`config.mk`:
```
export PLATFORM = sky130hd
export DESIGN_NAME = irq_router
export DESIGN_NICKNAME = d
export VERILOG_FILES = /design/src/rtl/irq_router.sv
export SDC_FILE = /design/constraint.sdc
export NUM_CORES = 1
export LEC_CHECK = 0
export BUFFER_PORTS_ARGS = -buffer_cell sky130_fd_sc_hd__buf_4
export CORE_MARGIN = 2
export CORE_UTILIZATION = 48
export CTS_BUF_LIST = sky130_fd_sc_hd__clkbuf_2 sky130_fd_sc_hd__clkbuf_4 sky130_fd_sc_hd__clkbuf_8
export CTS_CLUSTER_DIAMETER = 50
export CTS_CLUSTER_SIZE = 12
export DETAILED_ROUTE_END_ITERATION = 12
export PLACE_DENSITY = 0.67
export SETUP_SLACK_MARGIN = 0.1
export SLEW_MARGIN = 0
export SYNTH_ARGS = -nofsm -noshare
export SYNTH_HDL_FRONTEND = slang
export SYNTH_SLANG_ARGS = --single-unit
```
`constraint.sdc`:
```
create_clock -name clk -period 16.5 [get_ports clk]
set_input_delay 2.475 -clock clk [delete_from_list [all_inputs] [get_ports clk]]
set_output_delay 2.475 -clock clk [all_outputs]
set_load 0.03 [all_outputs]
```
`src/rtl/irq_router.sv`:
```
module irq_router #(
  parameter int NSRC = 8,
  parameter int NCTX = 3,
  parameter int PRIO_W = 3,
  parameter logic [NSRC-1:0] EDGE_MASK = 8'hF0,
  parameter logic [NCTX-1:0] CTX_PRESENT = 3'b011,
  localparam int ID_W = $clog2(NSRC + 1),
  localparam int CTX_W = (NCTX > 1) ? $clog2(NCTX) : 1
) (
  input  logic                 clk,
  input  logic                 rst_n,
  input  logic [NSRC-1:0]      src_in,
  input  logic                 prio_we,
  input  logic [ID_W-1:0]      prio_src,
  input  logic [PRIO_W-1:0]    prio_val,
  input  logic                 en_we,
  input  logic [CTX_W-1:0]     en_ctx,
  input  logic [ID_W-1:0]      en_src,
  input  logic                 en_val,
  input  logic                 thr_we,
  input  logic [CTX_W-1:0]     thr_ctx,
  input  logic [PRIO_W-1:0]    thr_val,
  input  logic [NCTX-1:0]      claim_req,
  input  logic                 cpl_we,
  input  logic [ID_W-1:0]      cpl_id,
  output logic [NCTX-1:0]      irq_out,
  output logic [NCTX*ID_W-1:0] claim_id
);

  logic [PRIO_W-1:0] prio [1:NSRC];
  logic [NSRC:1]     en [NCTX];
  logic [PRIO_W-1:0] thr [NCTX];
  logic [NSRC:1]     pend, busy, held, prev;
  logic [NSRC:1]     rise, trig, clm, cpl_hit;
  logic [ID_W-1:0]   best_id [NCTX];
  logic [PRIO_W-1:0] best_pr [NCTX];
  logic [ID_W-1:0]   grant [NCTX];
  logic [ID_W-1:0]   claim_q [NCTX];

  assign rise = src_in & ~prev;
  assign trig = (EDGE_MASK & rise) | (~EDGE_MASK & src_in);

  always_ff @(posedge clk or negedge rst_n) begin
    if (!rst_n) begin
      for (int s = 1; s <= NSRC; s++) prio[s] <= '0;
      for (int c = 0; c < NCTX; c++) begin
        en[c]  <= '0;
        thr[c] <= '0;
      end
    end else begin
      if (prio_we && prio_src != '0 && int'(prio_src) <= NSRC)
        prio[prio_src] <= prio_val;
      if (en_we && int'(en_ctx) < NCTX && en_src != '0 && int'(en_src) <= NSRC)
        en[en_ctx][en_src] <= en_val;
      if (thr_we && int'(thr_ctx) < NCTX)
        thr[thr_ctx] <= thr_val;
    end
  end

  always_comb begin
    for (int c = 0; c < NCTX; c++) begin
      best_id[c] = '0;
      best_pr[c] = thr[c];
      for (int s = 1; s <= NSRC; s++)
        if (pend[s] && en[c][s] && prio[s] > best_pr[c]) begin
          best_pr[c] = prio[s];
          best_id[c] = ID_W'(s);
        end
      if (!CTX_PRESENT[c]) best_id[c] = '0;
    end
  end

  always_comb begin
    for (int c = 0; c < NCTX; c++) begin
      grant[c] = claim_req[c] ? best_id[c] : '0;
      for (int k = 0; k < c; k++)
        if (claim_req[k] && best_id[k] == best_id[c]) grant[c] = '0;
    end
  end

  always_comb begin
    clm = '0;
    for (int c = 0; c < NCTX; c++)
      for (int s = 1; s <= NSRC; s++)
        if (grant[c] == ID_W'(s)) clm[s] = 1'b1;
  end

  always_comb begin
    for (int s = 1; s <= NSRC; s++)
      cpl_hit[s] = cpl_we && cpl_id == ID_W'(s) && busy[s];
  end

  always_ff @(posedge clk or negedge rst_n) begin
    if (!rst_n) begin
      pend <= '0;
      busy <= '0;
      held <= '0;
      prev <= '0;
    end else begin
      prev <= src_in;
      for (int s = 1; s <= NSRC; s++) begin
        if (clm[s]) begin
          pend[s] <= 1'b0;
          busy[s] <= 1'b1;
        end else if (cpl_hit[s]) begin
          busy[s] <= 1'b0;
          held[s] <= 1'b0;
          pend[s] <= EDGE_MASK[s-1] ? (held[s] | rise[s]) : src_in[s-1];
        end else if (!busy[s]) begin
          if (trig[s]) pend[s] <= 1'b1;
        end else if (rise[s] && EDGE_MASK[s-1]) begin
          held[s] <= 1'b1;
        end
      end
    end
  end

  always_ff @(posedge clk or negedge rst_n) begin
    if (!rst_n) begin
      for (int c = 0; c < NCTX; c++) claim_q[c] <= '0;
    end else begin
      for (int c = 0; c < NCTX; c++)
        if (claim_req[c]) claim_q[c] <= grant[c];
    end
  end

  for (genvar c = 0; c < NCTX; c++) begin : g_out
    assign irq_out[c] = best_id[c] != '0;
    assign claim_id[c*ID_W +: ID_W] = claim_q[c];
  end

endmodule

```
==> impl_metrics.toml <==
[status]
status = "completed"

[grt]
grt-ovfl-total = 0
grt_usage = 0.248
grt_max_degree = 79
antenna_found_initial = 0
grt_pass1_vias = 4922
grt_pass1_wl_microns = 25100

[placement]
place_congestion = 0.908
dp.cells = 822
dp_hpwl_microns = 12100
numPortBuffers = 48
placed_area_sq_um = 6220

[floorplanning]
fp.dieH_microns = 114
dieArea_sq_um = 12900
core_sq_um = 11900
start_util = 0.486
dieWidth_microns = 114
num_io_pins = 55
rows = 40

[cts]
clock_latency_ps = 380
numCtsBuffers = 9
root_buffer = "clkbuf_8"
clock_sinks = 78
cts.clk_slew.worst_paths_ps = 80
htree_levels = 3
cts_setup_buffers = 0
post_cts_resized = 0
cts_tree = "built"
clockBufferDepth = 2
cts-hold-fix-buffers = 0

[synthesis]
seq_area_frac_synth = 0.339
synth_area_leader_cell = "dfrtp_1"
synth_xor_area_frac = 0.00434
yosys-top-cells-count = "dfrtp_1, nand2_1, nor2_1"
syn_area_per_cell_sq_um = 8.96
async_flop_share = 1.00
yosys.area_share.simple = 0.235
yosys-top-cells-area = "dfrtp_1, mux2_2, ha_1"
synth_edf_count = 0
synth_mux_area_frac = 0.109
synth_flop_cell = "dfrtp_1"
syn_area_sq_um = 5760
ys_types = 81
netlist_instances = 643
synth_fa_ha_area_frac = 0.0645
synth_most_common_cell = "dfrtp_1"
yosys_register_bits = 78
synth_top_family_by_area = "simple AND/OR/NAND/NOR gates"
synth_compound_area_frac = 0.209
ys_warn_count = 0
synth_top_area_frac = 0.339

[sta]
worst_slew_pin_slew_ps = 1090
skew_ps = 7.57
fin_crit_ps = 14870
rsz0062_at_grt = "false"
hold_viol = 0
tns_ps = 0
setup_viol = 0
drv_slew = 0
fmaxAchievable_mhz = 67.3
period_share = 0.901
slew_headroom = 0.250

[route]
drtPass1Iterations = 5
ant_nets = 0
drt_iter0_markers = 350
drt-total-wl_microns = 15300
route.vias.total = 5201
drc = 0
via_per_inst = 6.21
wl_per_cell_microns = 18.2

[worst_setup_path]
path_class = "flop to primary output"
crit_arrival_ps = 12390
endpoint_kind = "primary output"
worst_setup_path_start_kind = "flop"
cpPeakStageDelay_ps = 510
cp_top_family = "simple AND/OR/NAND/NOR gates"
slowest_stage = "nor3b_1"
r2r-start = "prio[23]"
cp-startpoint = "prio[23]"
path_buf_inv = 1
crit_top_cell = "ha_1"
crit_path_max_fanout = 6
cp.required_ps = 14030

[power]
switching_share = 0.438
p_int_mw = 0.458
p_clk_frac = 0.163
pwr-share-seq = 0.362
peakVddDrop_v = 0.0000679
p_switching_mw = 0.358
p_leak_nw = 2.81
combPwrFrac = 0.474
total_power_mw = 0.816
p_per_area_nw_per_um2 = 128

[hold_path]
min_path_type = "flop to flop"
hold_start = "busy[3]"

[run]
maxCapViolCount = 0

[final_layout]
utilization = 0.540
area_delta_synth_final_pct = 11.1
final_area_sq_um = 6400
drive_above_1_share = 0.211
n_antenna_cell = 0
finalNetCount = 754
n_fill_cell = 1062
fin_cells = 838
==> stage by stage <==
step	setup WS, ps	hold WS [ps]
2_1_floorplan	3780	448
3_3_place_gp	2530	460
3_5_place_dp	2200	475
4_1_cts	1770	494
5_1_grt	886	520
6_report	1630	490
==> logic make-up after synthesis <==
family / after synthesis
and+or+nand+nor: 256
AOI/OAI and AO/OA: 165
DFF: 78
muxes: 56
buffers and inverters: 55
adders and majority gates: 30
xor gates and xnor gates: 2
other: 1
==> power groups by stage <==
stage	clock (mW)	sequential (mW)	combinational, mW
2_1_floorplan	0	0.282	0.285
3_5_place_dp	0	0.298	0.382
4_1_cts	0.137	0.294	0.384
5_1_grt	0.144	0.303	0.432
3_3_place_gp	0	0.295	0.365
6_report	0.133	0.296	0.387
==> metal layers <==
layer / vias up / part of all wire / GRT usage
met4: 0 / 0.018 / 0.0756
met3: 28 / 0.066 / 0.0462
met1: 2504 / 0.46 / 0.347
met2: 198 / 0.45 / 0.394
li1: 2471 / - / -
met5: - / 0 / 0
==> layout make-up <==
cell class              instances  area, sq um  share of cell area
multi-input cells             514         3600               0.562
clock inverters                 6         37.5             0.00587
repair buffers                 48          360              0.0563
inverters                      35          131              0.0205
clock buffers                  10          138              0.0215
flip-flops and latches         78         1950               0.305
well taps                     147          184              0.0287
==> cell usage in the layout, fill, tap and decap left out, types with 5 or more instances in the layout <==
master,synthesis,routed
a21o_1,8,8
a21oi_1,31,31
a31o_2,5,5
a31oi_1,12,12
and3_1,13,13
buf_4,5,48
clkbuf_8,0,10
conb_1,1,5
dfrtp_1,78,78
ha_1,28,28
inv_1,35,35
mux2_2,50,50
mux2i_1,5,5
nand2_1,66,66
nand2b_1,7,7
nand3_1,26,26
nand3b_1,6,6
nand4_1,9,9
nor2_1,51,51
nor2b_1,13,13
nor3_1,15,15
nor3b_1,10,10
nor4b_1,5,5
o211ai_1,6,6
o21a_1,6,6
o21ai_0,31,31
o31ai_1,10,10
or3_1,5,5
==> worst paths after layout <==
check                           slack, ps  depth (start not counted)    endpoint
max in group asynchronous           13630                          1     prio[2]
worst min register to register        490                          2     busy[3]
min in group asynchronous            2260                          1      thr[4]
worst max-delay path                 1630                         50  irq_out[0]
worst min-delay path                  490                          2     busy[3]
worst max register to register       3180                         55     pend[3]
==> worst reg2reg max path: cells and delay by family, from the launching register on <==
| kind | cells | cell delay (ps) |
|---|---|---|
| multiplexers | 7 | 2290 |
| flip-flops | 1 | 480 |
| AND/OR/NAND/NOR | 22 | 3480 |
| AO/OA/AOI/OAI | 15 | 3790 |
| buffers and inverters | 1 | 190 |
| adder cells (fa/ha/maj) | 10 | 2980 |
==> registers in the layout, indices dropped and copies added (netlist names) <==
name and flops:
prio 24, en 16, busy 8, claim_id 8, pend 8, thr 6, held 4, prev 4
(Power assumes the default switching activity.)
